### src/rtl/iw_pkg.sv
package iw_pkg;

  localparam int unsigned SEL_W    = 3;
  localparam int unsigned NUM_PTRS = 4;
  localparam int unsigned PTR_MRD  = 0;
  localparam int unsigned PTR_MWR  = 1;
  localparam int unsigned PTR_PWR  = 2;
  localparam int unsigned PTR_PRD  = 3;

  typedef enum logic [SEL_W-1:0] {
    SEL_MRPTR = 3'd0,
    SEL_MWPTR = 3'd1,
    SEL_MWDAT = 3'd2,
    SEL_MRDAT = 3'd3,
    SEL_PWADR = 3'd4,
    SEL_PRADR = 3'd5,
    SEL_PWDAT = 3'd6,
    SEL_PRDAT = 3'd7
  } win_sel_e;

  typedef enum logic [2:0] {
    K_IMM,
    K_MEM_WR,
    K_MEM_RD,
    K_PRPH_WR,
    K_PRPH_RD
  } acc_kind_e;

  typedef enum logic [1:0] {
    ST_IDLE,
    ST_ISSUE,
    ST_CAPT,
    ST_RESP
  } seq_state_e;

endpackage

### src/rtl/iw_ptr_reg.sv
module iw_ptr_reg #(
  parameter int unsigned W      = 32,
  parameter int unsigned STEP   = 4,
  parameter bit          INC_EN = 1'b1
) (
  input  logic         clk,
  input  logic         rst_n,
  input  logic         load,
  input  logic         inc,
  input  logic [W-1:0] load_val,
  output logic [W-1:0] q
);

  localparam logic [W-1:0] STEP_V = W'(STEP);

  // load wins over advance; advance wraps modulo 2^W
  always_ff @(posedge clk or negedge rst_n) begin
    if (!rst_n) begin
      q <= '0;
    end else if (load) begin
      q <= load_val;
    end else if (INC_EN && inc) begin
      q <= q + STEP_V;
    end
  end

endmodule

### src/rtl/iw_size_be.sv
module iw_size_be #(
  parameter int unsigned BE_W = 4,
  parameter int unsigned SZ_W = 2
) (
  input  logic [SZ_W-1:0] size,
  output logic [BE_W-1:0] be
);

  // byte b is enabled when b <= size (size is byte count minus one)
  for (genvar b = 0; b < BE_W; b++) begin : g_be
    localparam logic [SZ_W:0] IDX = (SZ_W+1)'(b);
    assign be[b] = ({1'b0, size} >= IDX);
  end

endmodule

### src/rtl/iw_seq.sv
module iw_seq
  import iw_pkg::*;
#(
  parameter int unsigned AW   = 32,
  parameter int unsigned DW   = 32,
  parameter int unsigned PAW  = 16,
  parameter int unsigned SZ_W = 2
) (
  input  logic            clk,
  input  logic            rst_n,
  input  logic            req_valid,
  output logic            req_ready,
  output logic            accept,
  input  acc_kind_e       kind,
  input  logic [DW-1:0]   imm_data,
  input  logic [AW-1:0]   mem_addr_in,
  input  logic [PAW-1:0]  prph_off_in,
  input  logic [SZ_W-1:0] prph_size_in,
  input  logic [DW-1:0]   wdata,
  output logic            rsp_valid,
  input  logic            rsp_ready,
  output logic [DW-1:0]   rsp_rdata,
  output logic            mem_req,
  output logic            mem_we,
  output logic [AW-1:0]   mem_addr,
  output logic [DW-1:0]   mem_wdata,
  input  logic [DW-1:0]   mem_rdata,
  output logic            prph_req,
  output logic            prph_we,
  output logic [PAW-1:0]  prph_addr,
  output logic [SZ_W-1:0] prph_size,
  output logic [DW-1:0]   prph_wdata,
  input  logic [DW-1:0]   prph_rdata
);

  seq_state_e      st_q;
  logic            tgt_prph_q;
  logic [DW-1:0]   rsp_q;
  logic [DW-1:0]   wdata_q;
  logic            mem_req_q, mem_we_q;
  logic [AW-1:0]   mem_addr_q;
  logic            prph_req_q, prph_we_q;
  logic [PAW-1:0]  prph_addr_q;
  logic [SZ_W-1:0] prph_size_q;

  assign req_ready = (st_q == ST_IDLE);
  assign accept    = req_valid && req_ready;

  always_ff @(posedge clk or negedge rst_n) begin
    if (!rst_n) begin
      st_q        <= ST_IDLE;
      tgt_prph_q  <= 1'b0;
      rsp_q       <= '0;
      wdata_q     <= '0;
      mem_req_q   <= 1'b0;
      mem_we_q    <= 1'b0;
      mem_addr_q  <= '0;
      prph_req_q  <= 1'b0;
      prph_we_q   <= 1'b0;
      prph_addr_q <= '0;
      prph_size_q <= '0;
    end else begin
      mem_req_q  <= 1'b0;
      prph_req_q <= 1'b0;
      unique case (st_q)
        ST_IDLE: begin
          if (accept) begin
            wdata_q <= wdata;
            case (kind)
              K_MEM_WR: begin
                mem_req_q  <= 1'b1;
                mem_we_q   <= 1'b1;
                mem_addr_q <= mem_addr_in;
                rsp_q      <= '0;
                st_q       <= ST_RESP;
              end
              K_MEM_RD: begin
                mem_req_q  <= 1'b1;
                mem_we_q   <= 1'b0;
                mem_addr_q <= mem_addr_in;
                tgt_prph_q <= 1'b0;
                st_q       <= ST_ISSUE;
              end
              K_PRPH_WR: begin
                prph_req_q  <= 1'b1;
                prph_we_q   <= 1'b1;
                prph_addr_q <= prph_off_in;
                prph_size_q <= prph_size_in;
                rsp_q       <= '0;
                st_q        <= ST_RESP;
              end
              K_PRPH_RD: begin
                prph_req_q  <= 1'b1;
                prph_we_q   <= 1'b0;
                prph_addr_q <= prph_off_in;
                prph_size_q <= prph_size_in;
                tgt_prph_q  <= 1'b1;
                st_q        <= ST_ISSUE;
              end
              default: begin
                rsp_q <= imm_data;
                st_q  <= ST_RESP;
              end
            endcase
          end
        end
        ST_ISSUE: st_q <= ST_CAPT;
        ST_CAPT: begin
          rsp_q <= tgt_prph_q ? prph_rdata : mem_rdata;
          st_q  <= ST_RESP;
        end
        ST_RESP: begin
          if (rsp_ready) st_q <= ST_IDLE;
        end
        default: st_q <= ST_IDLE;
      endcase
    end
  end

  assign rsp_valid  = (st_q == ST_RESP);
  assign rsp_rdata  = rsp_q;
  assign mem_req    = mem_req_q;
  assign mem_we     = mem_we_q;
  assign mem_addr   = mem_addr_q;
  assign mem_wdata  = wdata_q;
  assign prph_req   = prph_req_q;
  assign prph_we    = prph_we_q;
  assign prph_addr  = prph_addr_q;
  assign prph_size  = prph_size_q;
  assign prph_wdata = wdata_q;

endmodule

### src/rtl/ind_mem_window.sv
module ind_mem_window
  import iw_pkg::*;
#(
  parameter int unsigned AW      = 32,
  parameter int unsigned DW      = 32,
  parameter int unsigned PAW     = 16,
  parameter int unsigned SZ_W    = 2,
  parameter int unsigned SZ_LSB  = 24
) (
  input  logic                 clk,
  input  logic                 rst_n,
  input  logic                 access_ok,
  input  logic                 host_req_valid,
  output logic                 host_req_ready,
  input  logic                 host_req_write,
  input  logic [SEL_W-1:0]     host_req_sel,
  input  logic [DW-1:0]        host_req_wdata,
  output logic                 host_rsp_valid,
  input  logic                 host_rsp_ready,
  output logic [DW-1:0]        host_rsp_rdata,
  output logic                 mem_req,
  output logic                 mem_we,
  output logic [AW-1:0]        mem_addr,
  output logic [DW-1:0]        mem_wdata,
  input  logic [DW-1:0]        mem_rdata,
  output logic                 prph_req,
  output logic                 prph_we,
  output logic [PAW-1:0]       prph_addr,
  output logic [DW/8-1:0]      prph_be,
  output logic [DW-1:0]        prph_wdata,
  input  logic [DW-1:0]        prph_rdata
);

  localparam int unsigned BE_W = DW / 8;

  win_sel_e              sel;
  acc_kind_e             kind;
  logic [DW-1:0]         imm;
  logic [NUM_PTRS-1:0]   ld, inc;
  logic                  accept;
  logic [AW-1:0]         ptr_q [NUM_PTRS];
  logic [AW-1:0]         mem_addr_in;
  logic [AW-1:0]         prph_word;
  logic [SZ_W-1:0]       prph_size;

  assign sel = win_sel_e'(host_req_sel);

  // request decode, then gating by the grant
  always_comb begin
    kind = K_IMM;
    imm  = '0;
    ld   = '0;
    inc  = '0;
    unique case (sel)
      SEL_MRPTR: if (host_req_write) ld[PTR_MRD] = 1'b1; else imm = DW'(ptr_q[PTR_MRD]);
      SEL_MWPTR: if (host_req_write) ld[PTR_MWR] = 1'b1; else imm = DW'(ptr_q[PTR_MWR]);
      SEL_PWADR: if (host_req_write) ld[PTR_PWR] = 1'b1; else imm = DW'(ptr_q[PTR_PWR]);
      SEL_PRADR: if (host_req_write) ld[PTR_PRD] = 1'b1; else imm = DW'(ptr_q[PTR_PRD]);
      SEL_MWDAT: if (host_req_write) begin kind = K_MEM_WR; inc[PTR_MWR] = 1'b1; end
      SEL_MRDAT: if (!host_req_write) begin kind = K_MEM_RD; inc[PTR_MRD] = 1'b1; end
      SEL_PWDAT: if (host_req_write) kind = K_PRPH_WR;
      SEL_PRDAT: if (!host_req_write) kind = K_PRPH_RD;
      default: kind = K_IMM;
    endcase
    if (!access_ok) begin
      kind = K_IMM;
      imm  = host_req_write ? '0 : '1;
      ld   = '0;
      inc  = '0;
    end
  end

  for (genvar i = 0; i < NUM_PTRS; i++) begin : g_ptr
    iw_ptr_reg #(
      .W      (AW),
      .STEP   (BE_W),
      .INC_EN (i < 2)
    ) u_ptr (
      .clk      (clk),
      .rst_n    (rst_n),
      .load     (ld[i] && accept),
      .inc      (inc[i] && accept),
      .load_val (host_req_wdata[AW-1:0]),
      .q        (ptr_q[i])
    );
  end

  assign mem_addr_in = (sel == SEL_MRDAT) ? ptr_q[PTR_MRD] : ptr_q[PTR_MWR];
  assign prph_word   = (sel == SEL_PRDAT) ? ptr_q[PTR_PRD] : ptr_q[PTR_PWR];

  iw_seq #(
    .AW   (AW),
    .DW   (DW),
    .PAW  (PAW),
    .SZ_W (SZ_W)
  ) u_seq (
    .clk          (clk),
    .rst_n        (rst_n),
    .req_valid    (host_req_valid),
    .req_ready    (host_req_ready),
    .accept       (accept),
    .kind         (kind),
    .imm_data     (imm),
    .mem_addr_in  (mem_addr_in),
    .prph_off_in  (prph_word[PAW-1:0]),
    .prph_size_in (prph_word[SZ_LSB +: SZ_W]),
    .wdata        (host_req_wdata),
    .rsp_valid    (host_rsp_valid),
    .rsp_ready    (host_rsp_ready),
    .rsp_rdata    (host_rsp_rdata),
    .mem_req      (mem_req),
    .mem_we       (mem_we),
    .mem_addr     (mem_addr),
    .mem_wdata    (mem_wdata),
    .mem_rdata    (mem_rdata),
    .prph_req     (prph_req),
    .prph_we      (prph_we),
    .prph_addr    (prph_addr),
    .prph_size    (prph_size),
    .prph_wdata   (prph_wdata),
    .prph_rdata   (prph_rdata)
  );

  iw_size_be #(
    .BE_W (BE_W),
    .SZ_W (SZ_W)
  ) u_be (
    .size (prph_size),
    .be   (prph_be)
  );

endmodule

### config.mk
export PLATFORM = sky130hd
export DESIGN_NAME = ind_mem_window
export DESIGN_NICKNAME = d
export VERILOG_FILES = /design/src/rtl/iw_pkg.sv /design/src/rtl/iw_ptr_reg.sv /design/src/rtl/iw_size_be.sv /design/src/rtl/iw_seq.sv /design/src/rtl/ind_mem_window.sv
export SDC_FILE = /design/constraint.sdc
export NUM_CORES = 1
export LEC_CHECK = 0
export BUFFER_PORTS_ARGS = -buffer_cell sky130_fd_sc_hd__buf_4
export CAP_MARGIN = 5
export CORE_MARGIN = 4
export CORE_UTILIZATION = 52
export CTS_BUF_LIST = sky130_fd_sc_hd__clkbuf_8
export CTS_CLUSTER_DIAMETER = 200
export DETAILED_ROUTE_END_ITERATION = 8
export PLACE_DENSITY = 0.89
export SLEW_MARGIN = 25
export SYNTH_ARGS = -nofsm -noshare
export SYNTH_HDL_FRONTEND = slang
export SYNTH_SLANG_ARGS = --single-unit
### constraint.sdc
create_clock -name clk -period 2 [get_ports clk]
set_input_delay 0 -clock clk [delete_from_list [all_inputs] [get_ports clk]]
set_output_delay 0 -clock clk [all_outputs]
set_load 0.01 [all_outputs]
==> summary.md, run 1 <==
- 2470 ps — Arr. time, crit path
- 0 — initial antenna violation count
- 15800 sq um — instance area at placement
- flip-flop — kind of end point of the critical path
- 17 — critical-path maximum fanout
- 257 — I/O Buffers
- 0 — max capacitance violation total
- sky130_fd_sc_hd__dfrtp_1 48%, sky130_fd_sc_hd__mux2i_1 6.4%, sky130_fd_sc_hd__nand2_1 5.9%, sky130_fd_sc_hd__mux2_2 5.6%, sky130_fd_sc_hd__mux4_2 5.3% — top post-synthesis cells by area
- 2420 ps — required arrival time at the worst endpoint
- 2050 ps — minimum clock period
- 30.3% — global-route usage over all layers
- 17900 sq um — finished layout cell area
- 1180 nW/um^2 — power per cell area
- 6230 sq um — register area
- 66 — post-synth cell types
- 0 — YS warnings
- 249 x sky130_fd_sc_hd__dfrtp_1, 207 x sky130_fd_sc_hd__nand2_1, 130 x sky130_fd_sc_hd__nor2_1 — top cell types by occurrence after synthesis
- 3 — Clock Path Buffers
- 27700 sq um — die area
- 1662 — filler instances
- 0 — Antenna Nets Post-Route
- 12300 — number of vias in the routed layout
- 100% — share of synthesized registers carrying an async set or reset
- 249 — clk sink count
- 43.7 mm — aggregate routed wire length
- sky130_fd_sc_hd__dfrtp_1 — most frequent cell after synthesis
- 249 — flops & latches, synth
- 57 — row count
- sky130_fd_sc_hd__dfrtp_1 — cell type with the highest aggregate area in the netlist
- flip-flop — CP startpoint kind
- 1813 — NumNets Final
- 34.0% — layout cells sized above 1
- 6 — first-pass detailed-route iteration total
- 43 — total CTS buffers
- 13100 sq um — Cell Area, Synth
- 1153 — DR iter-0 viols
- true — unrepaired setup endpoints after global routing
- 24500 sq um — Core Footprint
- in2reg — class of the most critical hold timing path
- 0.939 — final weighted congestion of routability-driven global placement
- 259 — number of placed I/O pins
- 167 um — Chip Height
- 0 — remaining global-route overflow
- 489 MHz — Achievable Freq
- 21200 uW — PnR Total Power
- setup timing — violated checks
- 60 ps — clock-pin slew on the worst setup and hold paths
- 32.6 ps — clock skew after layout
- 5.97 — via count normalized by instance count
- 37.1% — relative area change from synthesis to final layout
- 47.7% — fraction of synthesized cell area taken by the top area cell type
- 31 — Setup violations, final
- 570 ps — clock insertion delay at the later pin of the skew report
- 6260 sq um — area of the multi-input gates
- 0 — final number of max-transition violations
- 68.6 mm — first-pass GRT wire length
- 73.0% — final core utilization
- 102% — post-route clock period utilization
- sky130_fd_sc_hd__clkbuf_8 — Clock Root Buffer
- 47.7% — Seq/Total Area, Yosys
- 167 um — Die Span X
- 53.3% — initial standard-cell utilization of the core
- 0 — number of antenna repair diodes
- 21.2 um — Routed wire per std cell
- 0.00874 uW — leakage power total
- 1405 — Net Count, Synth
- 10.1 sq um — Synth Area per Inst
- 0 — Fin. Hold Viols
- 850 uV — worst voltage drop across the vdd grid
- reg2reg — Critical Setup Path Class
- done — clock tree from TritonCTS
- 2 — CTS H-Tree Depth
- 12600 — via count of the first global-routing pass
- -46.4 ps — Final WS setup
- 29.1 mm — total half-perimeter wirelength after legalization and detailed placement
- -24.4 ps — worst setup slack after placement
- 59 — maximum number of pins on one net before global-route repair
- sky130_fd_sc_hd__dfrtp_1 — primary flip-flop cell chosen by synthesis mapping
- 1295 — number of instances in the synthesized netlist
- 0 — Post-synth EDFFs
- finished with violations — outcome
- 0 — DRC violations left
worst paths after layout:
kind | startpoint | to | slack, ps | depth (start not counted)
worst min-delay path | host_req_sel[2] | u_seq.tgt_prph_q | 120 | 3
min in group asynchronous | rst_n | u_seq.mem_addr[4] | 510 | 3
worst max-delay path | u_seq.st_q[1] | g_ptr[3].u_ptr.q[17] | -50 | 8
worst min register to register | u_seq.prph_addr[14] | u_seq.prph_addr[14] | 490 | 2
worst max register to register | u_seq.st_q[1] | g_ptr[3].u_ptr.q[17] | -50 | 8
max in group asynchronous | rst_n | u_seq.prph_addr[4] | 700 | 4
layout make-up:
type                       count  share of cell area (%)
clock buffer                  53                    4.07
clock inverter                24                   0.740
inverter                      12                   0.251
multi-input combinational    906                    34.9
sequential                   249                    34.8
tap                          324                    2.26
timing repair buffer         491                    22.9
layout by cell type, fill, tap and decap left out, drive strengths merged, types with 5 or more instances in the layout:
| master | count |
|---|---|
| and3 | 11 |
| nor4 | 10 |
| mux4 | 32 |
| or3 | 5 |
| nand3 | 44 |
| nand2 | 208 |
| mux2i | 83 |
| mux2 | 65 |
| dlygate4sd3 | 106 |
| a221o | 11 |
| nor3 | 13 |
| o21ai | 52 |
| a22oi | 12 |
| clkinv | 6 |
| a31oi | 10 |
| clkbuf | 53 |
| o211ai | 19 |
| a21oi | 108 |
| inv | 28 |
| dfrtp | 249 |
| o311ai | 21 |
| nor2 | 130 |
| nand4 | 16 |
| or4 | 16 |
| ha | 5 |
| buf | 385 |
where the power goes:
| group | total [uW] | internal [uW] | switching (uW) |
|---|---|---|---|
| Clock | 4660 | 2530 | 2130 |
| Sequential | 7970 | 6690 | 1280 |
| Combinational | 8570 | 4210 | 4370 |
| Total | 21200 | 13400 | 7780 |
timing repair:
action / in CTS / in global routing
gates resized for setup: 3 / 36
gates cloned: 0 / 0
hold buffers: 106 / 0
buffers inserted: 1 / 14
pin swaps: 1 / 19
setup endpoints to repair: 7 / 94
hold endpoints to repair: 444 / 0
cell families (layout without fill, tap and decap cells):
kind of cell	Yosys count	count (layout)	synth area share (%)
AO/OA/AOI/OAI	247	247	11.6
XOR/XNOR	3	3	0.201
buffers and inverters	140	580	5.91
flip-flops	249	249	47.7
multiplexers	180	180	17.5
adder cells (fa/ha/maj)	5	5	0.479
AND/OR/NAND/NOR	470	470	16.6
other	1	1	0.0287
state kept, by name, summed over array words and instances, names as in the netlist, 2 cells and up:
signal and count:
u_seq.mem_addr 32, u_seq.mem_wdata 32, u_seq.rsp_rdata 32, u_seq.prph_addr 16, u_seq.prph_size 2, g_ptr.u_ptr.q 128, u_seq.st_q 2
critical path, stage by stage, from the launching register on:
cell,delay (ps)
sky130_fd_sc_hd__dfrtp_1,400
sky130_fd_sc_hd__inv_2,90
sky130_fd_sc_hd__ha_4,160
sky130_fd_sc_hd__and2_2,190
sky130_fd_sc_hd__nand4_1,190
sky130_fd_sc_hd__buf_4,210
sky130_fd_sc_hd__nor2_4,140
sky130_fd_sc_hd__buf_12,200
sky130_fd_sc_hd__mux2_2,350
metrics by stage:
| step | hold WS [ps] | std cells | setup TNS, ps |
|---|---|---|---|
| finish | 117 | 2059 | -795 |
| global route | 113 | 2059 | -4090 |
| CTS | 65.2 | 2045 | 0 |
| detailed placement | -33.0 | 1861 | -55.7 |
| global placement | -40.9 | 1861 | 0 |
| floorplan | -296 | 1295 | -4420 |
per-layer routing:
metal	up-vias	share of wire, %	track usage, %
li1	5438	-	-
met1	6012	38	39.1
met2	699	50	51.1
met3	139	9.3	6.64
met4	0	3.3	10.7
met5	-	0	0
Power figures use the tool's default switching activity.
==> run 2, diff against run 1 <==
--- a/config.mk
+++ b/config.mk
@@ -13,6 +13,7 @@
 export CTS_CLUSTER_DIAMETER = 200
 export DETAILED_ROUTE_END_ITERATION = 8
 export PLACE_DENSITY = 0.89
+export RECOVER_POWER = 50
 export SLEW_MARGIN = 25
 export SYNTH_ARGS = -nofsm -noshare
 export SYNTH_HDL_FRONTEND = slang
==> summary.md, run 2 (synthesis results as in run 1) <==
- 34 — Setup violations, final, was 31
- 0.939 — final weighted congestion of routability-driven global placement, unchanged
- 5 — first-pass detailed-route iteration total, was 6
- -45.5 ps — Final WS setup, was -46.4 ps
- inv_2, ha_4, and2_2, nand4_1, buf_4, nor2_4, buf_12, mux2_2 — crit path cell chain, unchanged
- 53.3% — initial standard-cell utilization of the core, unchanged
- 167 um — Die Span X, unchanged
- 29.1 mm — total half-perimeter wirelength after legalization and detailed placement, unchanged
- 59 — maximum number of pins on one net before global-route repair, unchanged
- 102% — post-route clock period utilization, about the same
- 1160 nW/um^2 — power per cell area, was 1180 nW/um^2
- 128 — number of flip-flops under the largest register name, unchanged
- 12600 — via count of the first global-routing pass, unchanged
- 0 — max capacitance violation total, unchanged
- 12300 — number of vias in the routed layout, about the same
- 25.4% — layout cells sized above 1, was 34.0%
- sky130_fd_sc_hd__dfrtp_1 — cell with the largest stage delay on the worst path, unchanged
- 400 ps — highest cell delay on the worst timing path, about the same
- finished with violations — outcome, unchanged
- 249 — clk sink count, unchanged
- 43 — total CTS buffers, unchanged
- 1134 — DR iter-0 viols, was 1153
- 815 ps — worst-margin pin slew
- 0.00815 uW — leakage power total, was 0.00874 uW
- 1813 — NumNets Final, unchanged
- 17 — critical-path maximum fanout, unchanged
- 70.6% — final core utilization, was 73.0%
- 57 — row count, unchanged
- flip-flop — CP startpoint kind, unchanged
- 6260 sq um — area of the multi-input gates, unchanged
- 30.3% — global-route usage over all layers, unchanged
- 2050 ps — minimum clock period, about the same
- 20100 uW — PnR Total Power, was 21200 uW
- 1868 — filler instances, was 1662
- true — unrepaired setup endpoints after global routing, unchanged
- sky130_fd_sc_hd__dfrtp_1 — most frequent standard cell in the layout excluding fill and tap cells, was sky130_fd_sc_hd__buf_4
- 0 — Antenna Nets Post-Route, unchanged
- 15800 sq um — instance area at placement, unchanged
- 0 — Fin. Hold Viols, unchanged
- 27700 sq um — die area, unchanged
- reg2reg — Critical Setup Path Class, unchanged
- 33.6 ps — clock skew after layout, was 32.6 ps
- 0 — number of antenna repair diodes, unchanged
- sky130_fd_sc_hd__clkbuf_8 — Clock Root Buffer, unchanged
- 60 ps — clock-pin slew on the worst setup and hold paths, about the same
- 2470 ps — Arr. time, crit path, about the same
- 43.7 mm — aggregate routed wire length, about the same
- 68.6 mm — first-pass GRT wire length, unchanged
- 2 — CTS H-Tree Depth, unchanged
- 32.6% — relative area change from synthesis to final layout, was 37.1%
- 0 — remaining global-route overflow, unchanged
- setup timing — violated checks, unchanged
- -24.4 ps — worst setup slack after placement, unchanged
- 6230 sq um — register area, unchanged
- in2reg — class of the most critical hold timing path, unchanged
- 5.97 — via count normalized by instance count, about the same
- g_ptr.u_ptr.q — Largest Register, unchanged
- 3 — Clock Path Buffers, unchanged
- 0 — initial antenna violation count, unchanged
- 17300 sq um — finished layout cell area, was 17900 sq um
- done — clock tree from TritonCTS, unchanged
- 2430 ps — required arrival time at the worst endpoint, was 2420 ps
- 257 — I/O Buffers, unchanged
- 116 ps — hold slack final, was 117 ps
- 45.7% — worst relative slew slack
- 21.2 um — Routed wire per std cell, about the same
- 259 — number of placed I/O pins, unchanged
- 0 — final number of max-transition violations, unchanged
- 248 x sky130_fd_sc_hd__dfrtp_1, 221 x sky130_fd_sc_hd__buf_4, 204 x sky130_fd_sc_hd__nand2_1, 149 x sky130_fd_sc_hd__clkbuf_1, 128 x sky130_fd_sc_hd__nor2_1 — most used cells in the layout excluding fill and tap cells, was 370 x sky130_fd_sc_hd__buf_4, 248 x sky130_fd_sc_hd__dfrtp_1, 204 x sky130_fd_sc_hd__nand2_1, 128 x sky130_fd_sc_hd__nor2_1, 108 x sky130_fd_sc_hd__a21oi_1
- 167 um — Chip Height, unchanged
- 570 ps — clock insertion delay at the later pin of the skew report, about the same
- 0 — DRC violations left, unchanged
- 489 MHz — Achievable Freq, about the same
- flip-flop — kind of end point of the critical path, unchanged
- 830 uV — worst voltage drop across the vdd grid, was 850 uV
- 24500 sq um — Core Footprint, unchanged
==> run 2: worst paths after layout <==
kind,start,endpoint,slack (ps),depth (start not counted)
worst max-delay path,u_seq.st_q[1],g_ptr[3].u_ptr.q[17],-50,8
worst min-delay path,host_req_sel[2],u_seq.tgt_prph_q,120,3
worst max register to register,u_seq.st_q[1],g_ptr[3].u_ptr.q[17],-50,8
worst min register to register,u_seq.prph_addr[14],u_seq.prph_addr[14],480,2
max in group asynchronous,rst_n,u_seq.rsp_rdata[4],280,4
min in group asynchronous,rst_n,u_seq.mem_addr[4],640,3
==> run 2: layout make-up <==
type                    instances  area share [%]
repair buffers                491            20.3
flip-flops and latches        249            36.0
inverters                      12           0.260
multi-input cells             906            36.1
well taps                     324            2.34
clock buffers                  53            4.21
clock inverters                24           0.766
==> run 2: critical path: cells and delay by family, from the launching register on <==
kind / cells / cell delay, ps
and+or+nand+nor: 3 / 510
muxes: 1 / 350
DFF: 1 / 400
buffers and inverters: 3 / 500
adders and majority gates: 1 / 160
==> run 2: routing by layer <==
metal / GRT usage [%] / up-vias / share of wire, % / wire [um]
met5: 0 / - / 0 / 0
met1: 39.1 / 6016 / 38 / 16700
met2: 51.1 / 701 / 49 / 21600
li1: - / 5438 / - / -
met3: 6.64 / 129 / 9.1 / 3970
met4: 10.7 / 0 / 3.2 / 1410
==> run 2: metrics by stage <==
stage	setup TNS (ps)	instances
detailed placement	-55.7	1861
floorplan	-4420	1295
global route	-4090	2059
finish	-823	2059
CTS	0	2045
global placement	0	1861
==> run 2: timing repair <==
item | CTS | global route
gates cloned | 0 | 0
hold buffers | 106 | 0
buffers inserted | 1 | 14
pin swaps | 1 | 19
gates resized for setup | 3 | 36
endpoints found under the setup margin | 7 | 94
hold endpoints to repair | 444 | 0
==> run 2: power breakdown <==
part,switching [uW],internal [uW]
logic,4370,3190
registers,1250,6680
clock network,2130,2530
